$ cat src/rtl/hcg_pkg.sv
package hcg_pkg;
  typedef enum logic [1:0] {
    TMR_IDLE   = 2'd0,
    TMR_WAIT   = 2'd1,
    TMR_ACTIVE = 2'd2
  } tmr_state_e;
endpackage

$ cat src/rtl/hcg_sync_edge.sv
module hcg_sync_edge #(
  parameter int STAGES = 2
) (
  input  logic clk,
  input  logic rst_n,
  input  logic raw_i,
  input  logic act_high_i,
  output logic rise_o,
  output logic fall_o
);
  localparam int VW = STAGES + 1;

  logic [STAGES-1:0] sh_q;
  logic [VW-1:0]     vld_q;
  logic              norm_w;
  logic              prev_q;

  generate
    if (STAGES == 1) begin : g_one
      always_ff @(posedge clk or negedge rst_n) begin
        if (!rst_n) sh_q <= '0;
        else        sh_q <= raw_i;
      end
    end else begin : g_many
      always_ff @(posedge clk or negedge rst_n) begin
        if (!rst_n) sh_q <= '0;
        else        sh_q <= {sh_q[STAGES-2:0], raw_i};
      end
    end
  endgenerate

  // edges stay masked until the synchroniser holds real samples
  always_ff @(posedge clk or negedge rst_n) begin
    if (!rst_n) vld_q <= '0;
    else        vld_q <= {vld_q[VW-2:0], 1'b1};
  end

  assign norm_w = act_high_i ? sh_q[STAGES-1] : ~sh_q[STAGES-1];

  always_ff @(posedge clk or negedge rst_n) begin
    if (!rst_n) prev_q <= 1'b0;
    else        prev_q <= norm_w;
  end

  assign rise_o = vld_q[VW-1] &  norm_w & ~prev_q;
  assign fall_o = vld_q[VW-1] & ~norm_w &  prev_q;

  AST_EDGE_NEEDS_VALID: assert property (@(posedge clk) disable iff (!rst_n)
    (rise_o || fall_o) |-> $past(rst_n)) else $error("edge right after reset");
endmodule

$ cat src/rtl/hcg_pulse_timer.sv
module hcg_pulse_timer
  import hcg_pkg::*;
#(
  parameter int CW        = 8,
  parameter bit USE_DELAY = 1'b1
) (
  input  logic          clk,
  input  logic          rst_n,
  input  logic          trig_i,
  input  logic [CW-1:0] delay_i,
  input  logic [CW-1:0] len_i,
  output logic          pulse_o
);
  localparam logic [CW-1:0] ONE = CW'(1);

  tmr_state_e    st_q;
  logic [CW-1:0] cnt_q;
  logic [CW-1:0] dly_w;

  generate
    if (USE_DELAY) begin : g_dly
      assign dly_w = delay_i;
    end else begin : g_nodly
      assign dly_w = '0;
    end
  endgenerate

  always_ff @(posedge clk or negedge rst_n) begin
    if (!rst_n) begin
      st_q  <= TMR_IDLE;
      cnt_q <= '0;
    end else if (trig_i) begin
      if (dly_w != '0) begin
        st_q  <= TMR_WAIT;
        cnt_q <= dly_w;
      end else if (len_i != '0) begin
        st_q  <= TMR_ACTIVE;
        cnt_q <= len_i;
      end else begin
        st_q  <= TMR_IDLE;
        cnt_q <= '0;
      end
    end else begin
      unique case (st_q)
        TMR_WAIT: begin
          if (cnt_q == ONE) begin
            if (len_i != '0) begin
              st_q  <= TMR_ACTIVE;
              cnt_q <= len_i;
            end else begin
              st_q  <= TMR_IDLE;
              cnt_q <= '0;
            end
          end else begin
            cnt_q <= cnt_q - ONE;
          end
        end
        TMR_ACTIVE: begin
          if (cnt_q == ONE) begin
            st_q  <= TMR_IDLE;
            cnt_q <= '0;
          end else begin
            cnt_q <= cnt_q - ONE;
          end
        end
        default: begin
          st_q  <= TMR_IDLE;
          cnt_q <= '0;
        end
      endcase
    end
  end

  assign pulse_o = (st_q == TMR_ACTIVE);

  AST_ZERO_LEN_SILENT: assert property (@(posedge clk) disable iff (!rst_n)
    (trig_i && len_i == '0) |=> !pulse_o) else $error("zero length pulsed");
  AST_ZERO_PLACE_START: assert property (@(posedge clk) disable iff (!rst_n)
    (trig_i && dly_w == '0 && len_i != '0) |=> pulse_o) else $error("no immediate start");
  AST_RISE_HAS_CAUSE: assert property (@(posedge clk) disable iff (!rst_n)
    $rose(pulse_o) |-> ($past(trig_i) || $past(st_q == TMR_WAIT))) else $error("uncaused pulse");
endmodule

$ cat src/rtl/hsync_clamp_gen.sv
module hsync_clamp_gen #(
  parameter int CFG_W     = 8,
  parameter int SYNC_STGS = 2
) (
  input  logic             clk,
  input  logic             rst_n,
  input  logic             hs_raw,
  input  logic             vs_raw,
  input  logic             clamp_ext,
  input  logic [CFG_W-1:0] cfg_clamp_place,
  input  logic [CFG_W-1:0] cfg_clamp_len,
  input  logic [CFG_W-1:0] cfg_hs_width,
  input  logic             cfg_hs_in_pol,
  input  logic             cfg_clamp_src,
  input  logic             cfg_hs_out_pol,
  input  logic             cfg_vs_keep,
  output logic             clamp_o,
  output logic             hs_o,
  output logic             vs_o
);
  logic lead_w, trail_w;
  logic clamp_int_w, hs_act_w;

  hcg_sync_edge #(.STAGES(SYNC_STGS)) u_edge (
    .clk       (clk),
    .rst_n     (rst_n),
    .raw_i     (hs_raw),
    .act_high_i(cfg_hs_in_pol),
    .rise_o    (lead_w),
    .fall_o    (trail_w)
  );

  hcg_pulse_timer #(.CW(CFG_W), .USE_DELAY(1'b1)) u_clamp_tmr (
    .clk    (clk),
    .rst_n  (rst_n),
    .trig_i (trail_w),
    .delay_i(cfg_clamp_place),
    .len_i  (cfg_clamp_len),
    .pulse_o(clamp_int_w)
  );

  hcg_pulse_timer #(.CW(CFG_W), .USE_DELAY(1'b0)) u_hs_tmr (
    .clk    (clk),
    .rst_n  (rst_n),
    .trig_i (lead_w),
    .delay_i('0),
    .len_i  (cfg_hs_width),
    .pulse_o(hs_act_w)
  );

  assign clamp_o = cfg_clamp_src ? clamp_ext : clamp_int_w;
  assign hs_o    = hs_act_w ^ cfg_hs_out_pol;
  assign vs_o    = cfg_vs_keep ? vs_raw : ~vs_raw;

  AST_HS_IDLE_LEVEL: assert property (@(posedge clk) disable iff (!rst_n)
    !hs_act_w |-> (hs_o == cfg_hs_out_pol)) else $error("hs idle level");
  AST_EXT_CLAMP: assert property (@(posedge clk) disable iff (!rst_n)
    cfg_clamp_src |-> (clamp_o == clamp_ext)) else $error("ext clamp route");
endmodule

$ cat config.mk
export PLATFORM = sky130hd
export DESIGN_NAME = hsync_clamp_gen
export DESIGN_NICKNAME = d
export VERILOG_FILES = /design/src/rtl/hcg_pkg.sv /design/src/rtl/hcg_sync_edge.sv /design/src/rtl/hcg_pulse_timer.sv /design/src/rtl/hsync_clamp_gen.sv
export SDC_FILE = /design/constraint.sdc
export NUM_CORES = 1
export LEC_CHECK = 0
export ABC_AREA = 0
export BUFFER_PORTS_ARGS = -buffer_cell sky130_fd_sc_hd__buf_2
export CAP_MARGIN = 20
export CORE_UTILIZATION = 48
export DETAILED_ROUTE_END_ITERATION = 6
export GPL_ROUTABILITY_DRIVEN = 1
export PLACE_DENSITY = 0.71
export SLEW_MARGIN = 20
export SYNTH_ARGS = -nofsm -noshare
export SYNTH_HDL_FRONTEND = slang
export SYNTH_HIERARCHICAL = 1
export SYNTH_SLANG_ARGS = --single-unit
$ cat constraint.sdc
create_clock -name clk -period 2.1 [get_ports clk]
set_clock_uncertainty 0.1 [all_clocks]
set_input_delay 0.105 -clock clk [delete_from_list [all_inputs] [get_ports clk]]
set_output_delay 0.105 -clock clk [all_outputs]
set_load 0.05 [all_outputs]
Word level (Yosys, flattened, before mapping):

Cells that the tools add are included.

* register bits: 26
* input bits: 33
* output and inout port bits: 3
* logic and storage cells: 58

* add/subtract/negate cells: 2
* equality and inequality tests: 10
* multiplexer cells: 25
* bitwise gates (word level): 9
* reductions and logical operators: 5

Operators by type and width (number)
* two-way mux 8 bit: 9
* case mux 8 bit (2 select lines): 2
* nonzero test 8 bit: 3
* two-way mux 2 bit: 9
* equality test 8 x 1 -> 1 bit (second input constant): 2
* subtractor 8 x 1 -> 8 bit (second input constant): 2
* != test 3 x 2 -> 1 bit (second input constant): 4
* case mux 2 bit (2 select lines): 2
* bitwise AND 1 bit: 4
* equality test 2 x 1 -> 1 bit (second input constant): 2
* equality test 2 bit (second input constant): 2
* NOT 1 bit: 4
* AND reduction 2 bit: 2
* two-way mux 1 bit: 3
* XOR 1 bit: 1

Depth between registers and ports, before layout:

Gate-level depths: netlist of run 1.

* depth after elaboration: 7
* gate-level depth with buffers: 7
* mapped depth without buffers: 6

By module:

The synthesis of run 1 kept the hierarchy.

Modules (own cells, without submodules)
* hcg_pulse_timer (u_clamp_tmr): times used 1, cells an instance 93, area an instance 790.8 um2, seq. area each 250.2 um2
* hcg_pulse_timer (u_hs_tmr): times used 1, cells an instance 53, area an instance 525.5 um2, seq. area each 225.2 um2
* hcg_sync_edge: times used 1, cells an instance 11, area an instance 180.2 um2, seq. area each 150.1 um2
* hsync_clamp_gen: times used 1, cells an instance 4, area an instance 36.3 um2, seq. area each 0.0 um2

Least setup slack after synthesis of run 1:

OpenSTA, ideal clock, no wires.

* kind: register to register
* start point: register u_clamp_tmr.cnt_q[4]
* end point: register u_clamp_tmr.cnt_q[2]
* library setup time: 83 ps
* arrival time: 1797 ps
* required time: 1917 ps
* slack: 120 ps
* cell stages (with the launch flop): 5
* path buffers: 0
* period minus slack after synthesis: 1980 ps
* cell sequence: dfrtp_1 or4_4 nor3_4 mux2_4 o22ai_1

* longest elaborated chain between the ends: 4
* elaborated cells between the ends (all ways): 5
* classes of those cells: eq/ne (1); mux (4)

RTL lines
* start, declared: line hcg_pulse_timer.sv:17 `logic [CW-1:0] cnt_q;`
* start signal, assigned: line hcg_pulse_timer.sv:35 `cnt_q <= dly_w;`
* start signal, assigned: line hcg_pulse_timer.sv:38 `cnt_q <= len_i;`
* start signal, assigned: line hcg_pulse_timer.sv:49 `cnt_q <= len_i;`
* equality test 8 x 1 -> 1 bit (*): line hcg_pulse_timer.sv:46, hcg_pulse_timer.sv:59
* two-way mux 8 bit, on equally long branches: line hcg_pulse_timer.sv:59, hcg_pulse_timer.sv:46
* case mux 8 bit (2 select lines) (*): line hcg_pulse_timer.sv:44 `unique case (st_q)`
* two-way mux 8 bit (*): line hcg_pulse_timer.sv:32 `end else if (trig_i) begin`

Mark *: on every way between the ends. The rest lies on a longest branch, timed or not.
A chain may end at the register's enable or synchronous reset.

Worst setup path in the final report of run 1:

* start point: register u_clamp_tmr.cnt_q[4]
* end point: register u_clamp_tmr.cnt_q[4]

* longest elaborated chain between the ends: 4
* elaborated cells between the ends (all ways): 6
* classes of those cells: add/sub (1); eq/ne (1); mux (4)

RTL lines (line)
* subtractor 8 x 1 -> 8 bit / equality test 8 x 1 -> 1 bit (equally long branches)
* two-way mux 8 bit, on equally long branches: hcg_pulse_timer.sv:59, hcg_pulse_timer.sv:46
* case mux 8 bit (2 select lines) (*): hcg_pulse_timer.sv:44
* two-way mux 8 bit (*): hcg_pulse_timer.sv:32

Marks and branches as above.

==> results of run 1 <==
## per-stage QoR
step	setup WS (ns)	cell area, µm²
2_1_floorplan	0.120	1530
3_3_place_gp	0.259	1790
3_5_place_dp	0.222	1790
4_1_cts	0.194	1960
5_1_grt	0.101	1960
6_report	0.184	1960
## area by class of cell
type	count	area, µm²	share of cell area (%)
clock buffers	4	26.3	1.34
flip-flops and latches	25	626	31.9
well taps	44	55.1	2.81
repair buffers	56	370	18.9
multi-input cells	120	847	43.2
inverters	10	37.5	1.91
## path summary, 6_finish.rpt
check	start	endpoint	cells after the start
max	u_clamp_tmr/cnt_q[4]	u_clamp_tmr/cnt_q[4]	5
min	cfg_clamp_place[6]	u_clamp_tmr/cnt_q[6]	3
max reg2reg	u_clamp_tmr/cnt_q[4]	u_clamp_tmr/cnt_q[4]	5
min reg2reg	u_edge/sh_q[0]	u_edge/sh_q[1]	0
max in group asynchronous	rst_n	u_clamp_tmr/cnt_q[3]	2
min in group asynchronous	rst_n	u_edge/vld_q[0]	2
## power groups by stage
stage               registers [µW]  clock network, µW  logic [µW]
detailed placement             707                  0         742
CTS                            697                219         768
finish                         697                207         779
global route                   712                245         852
floorplan                      674                  0         578
global placement               694                  0         721
## worst max-delay path: stages, from the launching register on
cell and delay (ns):
dfrtp_1 0.45, or4_4 0.59, nor3_4 0.19, buf_4 0.19, mux2i_1 0.19, o2bb2ai_1 0.13
## layout by cell type (no fill, tap or decap), drive strengths merged, types with 2 or more instances in the layout
cell type	count
buf	41
dfrtp	25
nand2	18
dlygate4sd3	15
inv	10
a21oi	10
o21ai	8
nor2	7
xor2	6
mux2i	6
nor4	6
ha	6
or4	6
o22ai	4
o2bb2ai	4
clkbuf	4
nor3	4
xnor2	3
nor3b	3
a22oi	3
mux2	2
nand2b	2
or3	2
a21bo	2
a21boi	2
o311ai	2
o31ai	2
## per-layer routing
layer / vias up / GRT usage (%)
li1: 692 / -
met4: 0 / 11.2
met3: 13 / 2.20
met1: 655 / 29.8
met2: 54 / 41.5
met5: - / 0
## registers in the layout, indices dropped and copies added, names as in the netlist
register	count
u_clamp_tmr/cnt_q	8
u_hs_tmr/cnt_q	8
u_edge/vld_q	3
u_clamp_tmr/st_q	2
u_edge/sh_q	2
u_edge/prev_q	1
u_hs_tmr/st_q	1
==> run summary, run 1 <==
The logs give 3810 µm for the total wirelength of the detailed-routed design and 3 for the total CTS buffers. The floorplan has 20 rows. The growth of design area from synthesis to finish came out at 28.3%. The run gives 0.00342 mm² as the area of the die. Of the available clock period, the critical path in the final layout requires 91.2%. The placeable core region came out at 0.00303 mm². The internal power contribution is 1010 µW. The first global-routing pass estimated 6070 µm of wire. Once the clock tree was built, the resizer swapped 0 gates to a different size. After the first detailed-routing iteration, the DRC count stood at 69. Counting tap cells, the placed design contains a total of 240 instances.

The top routing layer in use is met4. The number of H-tree branching levels was 1; the mean instance size in the synthesized netlist was 9.56 µm². After global routing the overflow that remains totals 0.

The buffer levels on the longest clock path is 2. The number of standard cells after synthesis is 160. The worst relative slew slack was 63.5%; the core utilization of the finished layout was 64.8%. The relative contribution of combinational cells to total power was 46.3%; the share of cells above drive strength 1 was 25.1%. The switching part of the total is 40.0%, and the count of warnings emitted by yosys is 6. Across every metal layer, demand over resource in global routing totals 23.8%. Worst min-delay path class: primary input to flip-flop. The nature of the critical path startpoint was a flip-flop. The total I/O pin count was 36; the post-route DRC violation count was 0. Summed over all nets, the switching power comes to 673 µW. Data on the critical path is required at its endpoint by 2.23 ns. The number of vias per cell is 5.46, and the worst supply voltage drop on vdd is 0.000673 V. Before antenna repair, the detailed router went through 4 iterations. Number of hold-repair buffers added at the cts stage: 15. TritonCTS built the clock tree. The power density over the cells came out at 858 mW/mm². The minimum period implied by the final worst setup slack is 1.92 ns, and the count of final setup violators is 0. The worst setup slack for register-to-register paths is 0.18 ns. The hold violation count in the final report was 0; the count of nets left with antenna violations after detail routing was 0. The tools report the count of pins over their slew limit as 0. The number of antenna diodes in the final layout is 0. Across the run, the number of max-cap violations was 0. The layout has 254 filler cells. The kind of critical path is flip-flop to flip-flop.

The initial antenna violation count is 0. The logs give 50.5% for the starting utilization of the core area and 0.868 for the final estimated routing congestion in global placement. The run gives 1620 µm as the wire length the detailed router placed on met1. Sequential cells burn 41.4% of the power. The clock latency on the worst-skew pair came out at 0.30 ns. Hold is met by 0.00887 ns. Buffers added to address setup during post-CTS repair amount to 0. After routing, the total negative slack on setup checks comes to 0 ns. The via count of the first global-routing pass was 1,328; the slew of the pin with the lowest slew margin was 0.548 ns. Entering global routing, the biggest net connects 26 pins.

The routed layout has 1,414 vias. Wire segments on met3 add up to 177 µm in the final route. The design draws 1680 µW.

Timing would allow up to 522 MHz. Setup repair after global routing left no endpoint under its margin. The finished layout holds 259 standard cells, fillers aside.

The flow ran to the end, and the final reports show no timing, DRC or antenna violations. The CTS root buffer is clkbuf_4. The die is 58.4 µm wide. The portion of total power attributed to the clock network is 12.3%.

In this run the worst path has a maximum fanout of 5. The port buffer count works out to 35. The net count after synthesis was 199. Detailed routing placed a total of 1890 µm of wire on met2.

The total clock sinks is 25, and the cell area after technology mapping is 0.00153 mm². Measured along the y axis, the die boundary spans 58.4 µm. In the final routed layout, each cell accounts on average for 14.7 µm. Summed over all cells, the static leakage comes to 0.000875 µW. The arrival time of the worst setup path was 2.05 ns. The tools report the type of element capturing the critical path as a flip-flop. The clock input transition at the sequential cells of the worst setup and hold paths was 0.13 ns; the post-DP HPWL was 2850 µm. The net count of the finished layout is 255.
Note: power is estimated with default switching activity, not from simulation.
==> inputs of run 2 (changes only) <==
ABC_AREA = 1   (was 0)
CORE_UTILIZATION = 49   (was 48)
CTS_CLUSTER_SIZE = 10   (was unset)
PLACE_DENSITY = 0.72   (was 0.71)
==> run summary, run 2 <==
The run finished with clean final reports. The number of standard cells after synthesis was 243; the post-route DRC violation count was 0. The run gives 2.13 ns as the arrival time of the worst setup path. Most used routing layer in global routing: met2. The core region is 0.00334 mm². The cell with the largest stage delay on the worst path is dlygate4sd3_1. The nature of the critical path startpoint was a flip-flop. For the post-DP HPWL, the log shows 2920 µm. The die is 61.0 µm wide.

For this design the static power due to leakage is 0.00116 µW. At the later pin of the worst-skew pair, clock insertion delay measures 0.32 ns. The startpoint identified for the worst hold timing path is cfg_clamp_len[7]. Initial antenna violation count: 0. Routability-driven placement finished with a final weighted congestion of 0.899.

In the finished design, the share of the clock period the worst path needs comes to 92.9%. Among the stages of the critical path, the cell type that occurs most often is nand2_1. Entering global routing, the biggest net connects 26 pins.

The worst path meets setup with 0.149 ns of slack. After global routing the overflow that remains totals 0. The number of nets handed over by synthesis was 282. The Yosys step of the flow raised 6 warnings. For met3 alone, demand over resource in global routing was 2.77%.

Along the worst hold path, the cell count comes to 5. During I/O placement, the number of pins put on the boundary was 36. The count of pins over their slew limit came out at 0. The clock period could shrink to 1.95 ns. The top cell types in the final layout, fill and taps aside, are 65 x nand2_1, 38 x inv_1, 35 x buf_2.

The tools report the area of the die as 0.00372 mm². The number of vias per cell was 4.83; the DRC violation total after the first TritonRoute iteration was 69. The post-route total power was 2010 µW; the count of final setup violators was 0.

Based on the critical path, the design can be clocked at up to 512 MHz. Growth of design area from synthesis to finish: 30.1%. The longest clock path from root to sink contains 2 buffers.

The startpoint of the most critical setup path is u_clamp_tmr/st_q[1]. TritonCTS built the clock tree. For the pin with the worst max-slew slack, the measured transition is 0.569 ns.

The global-route wire length before repair was 6560 µm. The mean instance size in the synthesized netlist was 7.01 µm²; the via total after detailed routing was 1,706. The number of H-tree branching levels is 1.

The run gives 3 as the total CTS buffers. The maximum fanout encountered on the critical timing path is 6, and the via count of the first global-routing pass is 1,681. Met2 routing resource usage after global routing: 45.4%.

In this run the clock root is driven by a clkbuf_4. The floorplan step set the die height to 61.0 µm. At the worst endpoint, the required time is 2.27 ns. After clock tree synthesis, the clock-pin slew on the worst setup and hold paths is 0.14 ns. Worst supply voltage drop on vdd: 0.000380 V.

For this configuration, the core starts out at a cell density of 51.1%. The run gives 0 ns as the total negative slack. The worst setup path is captured at a flip-flop. The tools report the number of antenna repair diodes as 0. The library cell used most frequently in the layout, excluding fill and tap cells, is nand2_1.

The total clock sinks is 25, and the detailed-router iteration count before antenna repair is 4. For this run, the slowest stage of the critical path takes 0.54 ns. For the hold violation count in the final report, the log shows 0.

The min-delay analysis places its worst path in the category primary input to flip-flop. The worst reg2reg path depth was 7. Max-cap violations in this run came to 0. Measured against its own limit, the worst slew margin works out to 62.1%. The setup slack after placement came out at 0.618 ns.

The signal on the critical path passes through inv_1 -> ha_1 -> nor2_2 -> nor3_4 -> nand2_1 -> nand2_1 -> dlygate4sd3_1. Startpoint of the most critical register-to-register path: u_clamp_tmr/st_q[1]. Setup repair after global routing left no endpoint under its margin. The total wirelength of the detailed-routed design is 3920 µm, and the power density over the cells is 908 mW/mm². The share of cells above drive strength 1 works out to 19.9%. The tools report the fraction of met1 tracks used by global routing as 26.4%. The worst setup path is of the flip-flop to flip-flop kind. The largest registers in the layout are u_clamp_tmr/cnt_q (8), u_hs_tmr/cnt_q (8), u_edge/vld_q (3).

At the end of the flow, the number of nets in the layout was 347. Global routing consumed, over all layers together, 23.9% of the routing resources. The detail route stage leaves a number of antenna-violating nets equal to 0.

Input and output buffers added on the ports amount to 35. The tools report the cell row count as 21. After detailed routing, the average wire length per cell comes to 11.1 µm.

The tools report the cell area after technology mapping as 0.00170 mm².
[run 2: worst paths after layout]
path | slack, ns | end
min in group asynchronous | 0.19 | u_hs_tmr/cnt_q[2]
worst max-delay path | 0.15 | u_clamp_tmr/cnt_q[6]
worst min-delay path | 0.02 | u_clamp_tmr/cnt_q[7]
worst max register to register | 0.15 | u_clamp_tmr/cnt_q[6]
max in group asynchronous | 1.34 | u_clamp_tmr/cnt_q[5]
worst min register to register | 0.27 | u_edge/vld_q[2]
[run 2: final cells by class]
cell class | count | area, µm²
inverters | 40 | 150
multi-input cells | 178 | 931
repair buffers | 60 | 423
well taps | 46 | 57.6
clock inverters | 1 | 7.51
clock buffers | 3 | 22.5
flip-flops and latches | 25 | 626
fillers | 294 | 1120
[run 2: per-stage QoR]
stage	instances	hold slack (ns)	instance area (µm²)	util [%]
floorplan	243	-0.291	1700	-
global placement	325	0.0329	1940	58.3
detailed placement	325	0.0380	1940	58.3
CTS	353	0.00313	2210	66.4
global route	353	0.0235	2220	66.4
finish	353	0.0248	2220	66.4
[run 2: where the power goes]
group / leakage (µW) / internal [µW] / switching [µW]
logic: 0.000821 / 412 / 662
registers: 0.000321 / 596 / 117
clock network: 0.0000139 / 72.9 / 154
[run 2: critical path: cells and delay by family, from the launching register on]
| family | cells | cell delay (ns) |
|---|---|---|
| adder cells (fa/ha/maj) | 1 | 0.27 |
| flip-flops | 1 | 0.43 |
| AND/OR/NAND/NOR | 4 | 0.49 |
| buffers and inverters | 2 | 0.61 |
[run 2: repair_timing]
| action | CTS | global route |
|---|---|---|
| setup buffers | 0 | 0 |
| resized for setup | 0 | 1 |
| setup endpoints to repair | 0 | 1 |
| hold buffers | 24 | 0 |
| endpoints found under the hold margin | 43 | 0 |
[run 2: routing by layer]
layer  vias to the layer above  wire, µm
li1                        894         -
met1                       752      1700
met2                        50      2020
met3                        10       120
met4                         0        76
met5                         -         0
